==> src/rtl/seg_xlate_pkg.sv <==
package seg_xlate_pkg;
  parameter int unsigned EA_W   = 32;
  parameter int unsigned SEL_W  = 4;
  parameter int unsigned SEG_W  = 24;
  localparam int unsigned OFF_W = EA_W - SEL_W;
  localparam int unsigned VA_W  = SEG_W + OFF_W;
  localparam int unsigned N_SEG = 1 << SEL_W;

  typedef struct packed {
    logic             en;
    logic             priv;
    logic [SEL_W-1:0] idx;
    logic [SEG_W-1:0] data;
  } seg_wr_t;
endpackage

==> src/rtl/seg_wr_gate.sv <==
module seg_wr_gate
  import seg_xlate_pkg::*;
(
  input  logic             clk,
  input  logic             rst_n,
  input  seg_wr_t          req_i,
  output logic [N_SEG-1:0] ld_o,
  output logic             fault_o
);
  logic fault_d, fault_q;

  always_comb begin
    ld_o = '0;
    if (req_i.en && req_i.priv) ld_o[req_i.idx] = 1'b1;
    fault_d = req_i.en && !req_i.priv;
  end

  always_ff @(posedge clk or negedge rst_n) begin
    if (!rst_n) fault_q <= 1'b0;
    else        fault_q <= fault_d;
  end

  assign fault_o = fault_q;

  assert_fault_pulse_R5: assert property (@(posedge clk) disable iff (!rst_n)
    (req_i.en && !req_i.priv) |=> fault_o);
  assert_fault_quiet_R5: assert property (@(posedge clk) disable iff (!rst_n)
    !(req_i.en && !req_i.priv) |=> !fault_o);
  assert_no_load_unpriv_R4: assert property (@(posedge clk) disable iff (!rst_n)
    !req_i.priv |-> (ld_o == '0));
  always_comb assert_ld_onehot_R3: assert ($onehot0(ld_o));
endmodule

==> src/rtl/seg_table.sv <==
module seg_table
  import seg_xlate_pkg::*;
(
  input  logic             clk,
  input  logic             rst_n,
  input  logic [N_SEG-1:0] ld_i,
  input  logic [SEG_W-1:0] wdata_i,
  input  logic [SEL_W-1:0] sel_a_i,
  output logic [SEG_W-1:0] seg_a_o,
  input  logic [SEL_W-1:0] sel_b_i,
  output logic [SEG_W-1:0] seg_b_o
);
  logic [SEG_W-1:0] seg_q [N_SEG];

  for (genvar k = 0; k < N_SEG; k++) begin : g_ent
    logic [SEG_W-1:0] seg_d;
    always_comb seg_d = ld_i[k] ? wdata_i : seg_q[k];
    always_ff @(posedge clk or negedge rst_n) begin
      if (!rst_n) seg_q[k] <= '0;
      else        seg_q[k] <= seg_d;
    end
    assert_hold_R4: assert property (@(posedge clk) disable iff (!rst_n)
      !ld_i[k] |=> $stable(seg_q[k]));
    assert_load_R3: assert property (@(posedge clk) disable iff (!rst_n)
      ld_i[k] |=> (seg_q[k] == $past(wdata_i)));
  end

  assign seg_a_o = seg_q[sel_a_i];
  assign seg_b_o = seg_q[sel_b_i];
endmodule

==> src/rtl/seg_xlate.sv <==
module seg_xlate
  import seg_xlate_pkg::*;
(
  input  logic        clk,
  input  logic        rst_n,
  input  logic [31:0] ea_i,
  output logic [51:0] va_o,
  input  logic        wr_en_i,
  input  logic        wr_priv_i,
  input  logic [3:0]  wr_idx_i,
  input  logic [23:0] wr_data_i,
  output logic        priv_fault_o,
  input  logic [3:0]  rd_idx_i,
  output logic [23:0] rd_data_o
);
  seg_wr_t          wreq;
  logic [N_SEG-1:0] ld;
  logic [SEG_W-1:0] seg_sel;

  always_comb begin
    wreq.en   = wr_en_i;
    wreq.priv = wr_priv_i;
    wreq.idx  = wr_idx_i;
    wreq.data = wr_data_i;
  end

  seg_wr_gate u_gate (
    .clk(clk), .rst_n(rst_n), .req_i(wreq), .ld_o(ld), .fault_o(priv_fault_o)
  );

  seg_table u_tab (
    .clk(clk), .rst_n(rst_n), .ld_i(ld), .wdata_i(wreq.data),
    .sel_a_i(ea_i[EA_W-1 -: SEL_W]), .seg_a_o(seg_sel),
    .sel_b_i(rd_idx_i), .seg_b_o(rd_data_o)
  );

  assign va_o = {seg_sel, ea_i[OFF_W-1:0]};

  assert_offset_pass_R1: assert property (@(posedge clk) disable iff (!rst_n)
    va_o[OFF_W-1:0] == ea_i[OFF_W-1:0]);
  assert_ports_agree_R7: assert property (@(posedge clk) disable iff (!rst_n)
    (rd_idx_i == ea_i[31:28]) |-> (rd_data_o == va_o[51:28]));
  assert_unpriv_keeps_R4: assert property (@(posedge clk) disable iff (!rst_n)
    (wr_en_i && !wr_priv_i && rd_idx_i == wr_idx_i) |=>
      ($past(rd_idx_i) != rd_idx_i) || $stable(rd_data_o));
endmodule

==> config.mk <==
export PLATFORM = sky130hd
export DESIGN_NAME = seg_xlate
export DESIGN_NICKNAME = d
export VERILOG_FILES = /design/src/rtl/seg_xlate_pkg.sv /design/src/rtl/seg_wr_gate.sv /design/src/rtl/seg_table.sv /design/src/rtl/seg_xlate.sv
export SDC_FILE = /design/constraint.sdc
export NUM_CORES = 1
export LEC_CHECK = 0
export BUFFER_PORTS_ARGS = -buffer_cell sky130_fd_sc_hd__buf_2
export CORE_ASPECT_RATIO = 0.8
export CORE_UTILIZATION = 56
export DETAILED_ROUTE_END_ITERATION = 16
export PLACE_DENSITY = 0.73
export SYNTH_ARGS = -nofsm -noshare
export SYNTH_HDL_FRONTEND = slang
export SYNTH_SLANG_ARGS = --single-unit
==> constraint.sdc <==
create_clock -name clk -period 3.28 [get_ports clk]
set_input_delay 0.656 -clock clk [delete_from_list [all_inputs] [get_ports clk]]
set_output_delay 0.656 -clock clk [all_outputs]
set_load 0.02 [all_outputs]
==> results of run 1 <==
-- cells by family after synthesis --
kind of cell,after synthesis,share of synthesized area
compound gates,96,0.0357
mux,576,0.429
simple gates,81,0.0182
flops,385,0.478
buf+inv,155,0.0395
-- critical path: stages --
cell,delay [ns]
buf_6,0.24
buf_12,0.24
mux4_2,0.51
a22oi_1,0.34
nand2_1,0.12
buf_2,0.17
-- area by class of cell --
class / instances / area (sq um)
Multi-Input combinational cell: 753 / 9870
Tap cell: 472 / 591
Sequential cell: 385 / 9630
Fill cell: 2546 / 12400
Clock inverter: 8 / 115
Timing Repair Buffer: 149 / 1250
Clock buffer: 63 / 1230
-- sequential cells by signal, summed over array words and instances (netlist names) --
| signal | cells |
|---|---|
| u_tab.seg_q | 384 |
| u_gate.fault_o | 1 |
-- path summary, 6_finish.rpt --
check                                               end                         start  depth (start not counted)
max                                            va_o[51]                      ea_i[28]                          6
min in group clk               u_gate.fault_o$_DFF_PN0_                     wr_priv_i                          2
max reg2reg                u_tab.seg_q[297]$_DFFE_PN0P_  u_tab.seg_q[297]$_DFFE_PN0P_                          1
min                        u_tab.seg_q[123]$_DFFE_PN0P_                         rst_n                          1
max in group asynchronous   u_tab.seg_q[15]$_DFFE_PN0P_                         rst_n                          2
min reg2reg                u_tab.seg_q[328]$_DFFE_PN0P_  u_tab.seg_q[328]$_DFFE_PN0P_                          1
-- Yosys cell counts (all sizes together) (2+ instances only) --
| cell | instances |
|---|---|
| nor2 | 12 |
| clkbuf | 61 |
| mux4 | 192 |
| nand2b | 5 |
| nor2b | 6 |
| dfrtp | 385 |
| nand4b | 2 |
| and2 | 2 |
| buf | 94 |
| mux2 | 384 |
| a22oi | 96 |
| nand2 | 50 |
-- metrics by stage --
| stage | total power, mW | utilization | instances | worst slack, ns |
|---|---|---|---|---|
| after floorplan | 8.50 | - | 1293 | 0.582 |
| after global placement | 9.23 | 0.608 | 1759 | 0.344 |
| after detailed placement | 9.40 | 0.608 | 1759 | 0.338 |
| after CTS | 14.1 | 0.646 | 1830 | 0.332 |
| after global routing | 14.6 | 0.646 | 1830 | 0.225 |
| final | 14.0 | 0.646 | 1830 | 0.327 |
-- routing by layer --
| metal | up-vias | GRT usage |
|---|---|---|
| met4 | 2 | 0.0873 |
| met1 | 6794 | 0.429 |
| met2 | 494 | 0.462 |
| met5 | - | 0 |
| li1 | 5101 | - |
| met3 | 114 | 0.0744 |
-- power groups by stage --
| stage | clock [mW] | combinational [mW] | sequential [mW] |
|---|---|---|---|
| floorplan | 0 | 2.33 | 6.17 |
| global placement | 0 | 2.90 | 6.33 |
| detailed placement | 0 | 2.99 | 6.41 |
| CTS | 4.73 | 3.01 | 6.34 |
| global route | 4.93 | 3.20 | 6.49 |
| finish | 4.66 | 2.99 | 6.37 |
==> qor.txt, run 1 <==
Clock buffer depth: 3
Placed instance area: 21,300 sq um
Worst Path Class, Setup: input port to primary output
Layout Skew: 0 ns
Max-slew violation count: 0
Vias per Instance: 6.83
Routed wl met3: 4260 um
Metal1 wirelength: 23,000 um
DP HPWL: 32,100 um
Fin Setup TNS: 0 ns
Clock sinks: 385
I/O Pins: 145
Worst Setup Start Kind: input port
Syn_nets: 1,361
PD cells: 618 nW/um^2
Number of max-cap violations: 0
Critical Path AT: 2.30 ns
Ys async rst share: 1.00
Drt pass-1 iters: 4
Sw frac: 0.268
Reg power frac: 0.454
Die area: 36,800 sq um
Pleak: 9.91 nW
Initial DRC Count: 1,227
Most frequent cells in the layout: dfrtp_1, mux2_2, mux4_2
Share of cells above drive strength 1: 0.595
First-pass GRT wire length: 81,900 um
GP Congestion: 0.768
Wire length per cell: 28.8 um
Slew margin rel.: 0.382
Clock network power share: 0.332
Number of gates resized after CTS: 0
Core area: 35,100 sq um
CP Capture Type: primary output
WP data required: 2.62 ns
Worst min-delay path class: input port to async pin
Hold Vio Cnt, Final: 0
Final setup fails: 0
Internal power: 10.3 mW
CTS tree: yes
Synthesized cell area: 20,200 sq um
Met2 wire length: 24,200 um
Sequential fraction of the synthesis area: 0.478
Largest net degree at the start of global routing: 77
CTS Buf Count: 40
Vias in the first global route: 13,310
Final wirelength: 52,700 um
Area Growth Syn to Fin: 12.5%
Minimum clock period: 2.95 ns
Main synth FF type: dfrtp_1
Period Utilization, post-route: 0.900
Hold_buf cts: 0
Port-buffer cells: 88
GRT overflow: 0
H-tree depth: 2
Post-layout instance area: 22,700 sq um
Commonest non-fill, non-tap cell in the layout: dfrtp_1
Reg-to-reg slack, setup: 2.48 ns
Uppermost routed layer: met5
Root buffer cell: clkbuf_16
Worst Max-Slew Pin Slew: 0.927 ns
Unique masters post-synth: 19
Setup bufs post-CTS: 0
Comb pwr share: 0.213
Crit Path Max Fanout: 17
Clock slew at reported path FFs: 0.06 ns
P_sw: 3.76 mW
Synth top area share: 0.478
ANT cells: 0
Achievable Freq: 339 MHz
Cells after synthesis: 1,293
Post-synth top area cell: dfrtp_1
Antenna viol nets, final: 0
Die H: 172 um
Worst skew pair latency: 0.53 ns
Peak supply drop: 345 uV
Fin nets: 1,397
Tot GR Track Use: 0.301
Rows: 61
Status: complete, no violations
Yosys warnings: 0
Synth area leaders: dfrtp_1, mux2_2, mux4_2, a22oi_1, buf_4
Synthesized flop and latch total: 385
WHS: 0.0812 ns
DIE WIDTH: 214 um
EDFF count, synth: 0
Vias: 12,505
Remaining DRCs: 0
Initial antenna violation count: 1
Unrepaired setup endpoints after global routing: no
Initial Util: 0.574
Mapped Avg Cell Area: 15.6 sq um
(Power assumes the default switching activity.)
==> run 2, diff against run 1 <==
--- a/config.mk
+++ b/config.mk
@@ -5,11 +5,12 @@
 export SDC_FILE = /design/constraint.sdc
 export NUM_CORES = 1
 export LEC_CHECK = 0
+export ABC_AREA = 1
 export BUFFER_PORTS_ARGS = -buffer_cell sky130_fd_sc_hd__buf_2
 export CORE_ASPECT_RATIO = 0.8
 export CORE_UTILIZATION = 56
 export DETAILED_ROUTE_END_ITERATION = 16
-export PLACE_DENSITY = 0.73
+export PLACE_DENSITY = 0.72
 export SYNTH_ARGS = -nofsm -noshare
 export SYNTH_HDL_FRONTEND = slang
 export SYNTH_SLANG_ARGS = --single-unit
==> run 2 against run 1 <==
- hold slack worse by 0.018 ns
- first-iteration DRC count is 130% higher
- area after synthesis is 14% higher
- die area is 14% higher
- flip-flop and latch count stayed put
- worst setup slack better by 0.10 ns
- final area is 9.3% higher
- clock power is 11% higher
- via count is 80% higher
- final cell count is 110% higher
- critical endpoint is now rd_data_o[22]
==> qor.txt, run 2 <==
First-pass GRT wire length: 118,000 um (+44%)
ANT cells: 0 (unchanged)
Post-synth top area cell: dfrtp_1
Layout Skew: 0 ns (unchanged)
CP cell instances: buf_6 > inv_6 > buf_4 > nand2_1 > nand3_1 > nand3_1 > nand3_1 > nand2_1 > buf_2
Vias: 22,569 (+80%)
WP data required: 2.62 ns (about the same)
Tot GR Track Use: 0.358 (+0.0572)
Commonest non-fill, non-tap cell in the layout: nand2_1
Number of gates resized after CTS: 0 (unchanged)
Initial DRC Count: 2,822 (+130%)
Buffers & Inverters on Critical Path: 4 (+1)
Mapped Avg Cell Area: 6.81 sq um (-56%)
Synth cell count leaders: nand2_1, nand3_1, inv_1
Port-buffer cells: 88 (unchanged)
Slowest stage delay, CP: 0.39 ns (-0.12 ns)
Slew margin rel.: 0.431 (+0.0489)
DIE WIDTH: 229 um (+6.8%)
Clock buffer depth: 3 (unchanged)
Most frequent cells in the layout: nand2_1, nand3_1, inv_1
Max-slew violation count: 0 (unchanged)
Worst min-delay path class: input port to async pin
Critical Path AT: 2.19 ns (-0.11 ns)
Vias in the first global route: 21,515 (+62%)
Hold Vio Cnt, Final: 0 (unchanged)
Die H: 183 um (+6.8%)
Top-count cell post-synth: nand2_1
Proportion of synthesized area in mux cells: 0 (-0.429)
Vias per Instance: 5.85 (-14%)
Number of max-cap violations: 0 (unchanged)
Crit Path Max Fanout: 47 (+30)
I/O Pins: 145 (unchanged)
Reg with most FFs: u_tab.seg_q
Post-synthesis compound-gate area fraction: 0.0888 (+0.0531)
Initial Util: 0.567 (-0.00765)
Worst Setup Start Kind: input port
Unrepaired setup endpoints after global routing: no
Unique masters post-synth: 19 (unchanged)
Fin Setup TNS: 0 ns (unchanged)
GRT overflow: 0 (unchanged)
Period Utilization, post-route: 0.869 (-0.0313)
Max FFs per register: 384 (unchanged)
Most used cell along the critical path: nand3_1
CP top delay family: buffers and inverters
Fin nets: 3,350 (+140%)
Final wirelength: 74,600 um (+41%)
Final core occ: 0.610 (-0.0361)
Peak supply drop: 537 uV (+56%)
XOR/XNOR Fraction of Synth Area: 0 (unchanged)
CTS tree: yes
Drt pass-1 iters: 6 (+2)
Final setup fails: 0 (unchanged)
Main combinational cell family by area after synthesis: simple AND/OR/NAND/NOR gates
Ys async rst share: 1.00 (unchanged)
Pleak: 13.0 nW (+32%)
Wire length per cell: 19.3 um (-33%)
Synth top area share: 0.418 (-0.0593)
Worst Max-Slew Pin Slew: 0.853 ns (-0.0743 ns)
EDFF count, synth: 0 (unchanged)
Post-Synth Simple-Gate Area: 0.351 (+0.333)
CTS Buf Count: 43 (+7.5%)
Share of cells above drive strength 1: 0.0869 (-0.508)
Synth Area in Adders: 0 (unchanged)
Remaining DRCs: 0 (unchanged)
Sequential fraction of the synthesis area: 0.418 (-0.0593)
Initial antenna violation count: 0 (-1)
Yosys warnings: 0 (unchanged)
Die area: 41,900 sq um (+14%)
Achievable Freq: 351 MHz (+3.6%)
Syn_nets: 3,448 (+150%)
Setup bufs post-CTS: 0 (unchanged)
DP HPWL: 42,700 um (+33%)
Clock slew at reported path FFs: 0.06 ns (about the same)
Cells after synthesis: 3,380 (+160%)
Root buffer cell: clkbuf_16
CP Capture Type: primary output
Area Growth Syn to Fin: 7.67%
CP max-delay cell: buf_4
Clock sinks: 385 (unchanged)
Synthesized flop and latch total: 385 (unchanged)
Synth area leaders: dfrtp_1, nand2_1, nand3_1, inv_1, o21ai_1
Main synth FF type: dfrtp_1
Rows: 66 (+8.2%)
Worst skew pair latency: 0.55 ns (+0.02 ns)
Status: complete, no violations
Minimum clock period: 2.85 ns (-0.103 ns)
PD cells: 591 nW/um^2 (-4.4%)
Hold_buf cts: 0 (unchanged)
Largest net degree at the start of global routing: 119 (+55%)
Antenna viol nets, final: 0 (unchanged)
Worst Path Class, Setup: input port to primary output
GP Congestion: 0.880 (+15%)
Synthesized cell area: 23,000 sq um (+14%)
Core area: 40,600 sq um (+16%)
H-tree depth: 2 (unchanged)
run 2: cell types whose count changed after synthesis, moves of 192 or more:
cell,previous run,this run
mux4_2,192,0
nand2_1,50,1205
mux2_2,384,0
o21ai_1,0,291
nand3_1,0,673
inv_1,0,407
run 2: logic make-up (layout without fill, tap and decap cells):
kind of cell,Yosys count,after routing
buf+inv,713,647
flops,385,385
compound gates,384,384
simple gates,1898,1898
run 2: layout make-up:
cell class / instances / area, sq um
fillers: 3771 / 15800
well taps: 544 / 681
flip-flops and latches: 385 / 9630
multi-input cells: 2282 / 10100
clock buffers: 61 / 1270
repair buffers: 146 / 1240
inverters: 424 / 1610
clock inverters: 16 / 233
run 2: metrics by stage:
step	hold slack, ns	setup slack (ns)	instances	area (sq um)	total power, mW
finish	0.0631	0.430	3858	24800	14.6
global route	0.121	0.352	3858	24800	15.5
CTS	0.0867	0.475	3858	24800	14.7
detailed placement	0.468	0.487	3781	23300	9.49
global placement	0.464	0.499	3781	23300	9.33
floorplan	0.360	1.04	3380	23000	8.60
run 2: layer usage:
metal,part of all wire,track usage,routed length [um]
met2,0.45,0.572,33300
met4,0.057,0.202,4220
met5,0,0,0
met1,0.39,0.463,29300
met3,0.10,0.0609,7700
run 2: path summary, 6_finish.rpt:
path | start | endpoint | slack (ns) | cells past startpoint
max | rd_idx_i[0] | rd_data_o[22] | 0.43 | 9
min | rst_n | u_tab.seg_q[78]$_DFFE_PN0P_ | 0.06 | 1
max reg2reg | u_tab.seg_q[147]$_DFFE_PN0P_ | u_tab.seg_q[147]$_DFFE_PN0P_ | 2.56 | 2
min reg2reg | u_tab.seg_q[72]$_DFFE_PN0P_ | u_tab.seg_q[72]$_DFFE_PN0P_ | 0.48 | 2
max in group asynchronous | rst_n | u_tab.seg_q[131]$_DFFE_PN0P_ | 2.31 | 2
min in group clk | wr_priv_i | u_gate.fault_o$_DFF_PN0_ | 0.26 | 2
run 2: where the power goes:
part,internal (mW),total [mW],switching [mW],leakage (nW)
sequential,5.63,6.11,0.481,4.99
combinational,1.16,3.37,2.21,7.30
clock,3.15,5.16,2.01,0.742
total,9.94,14.6,4.70,13.0
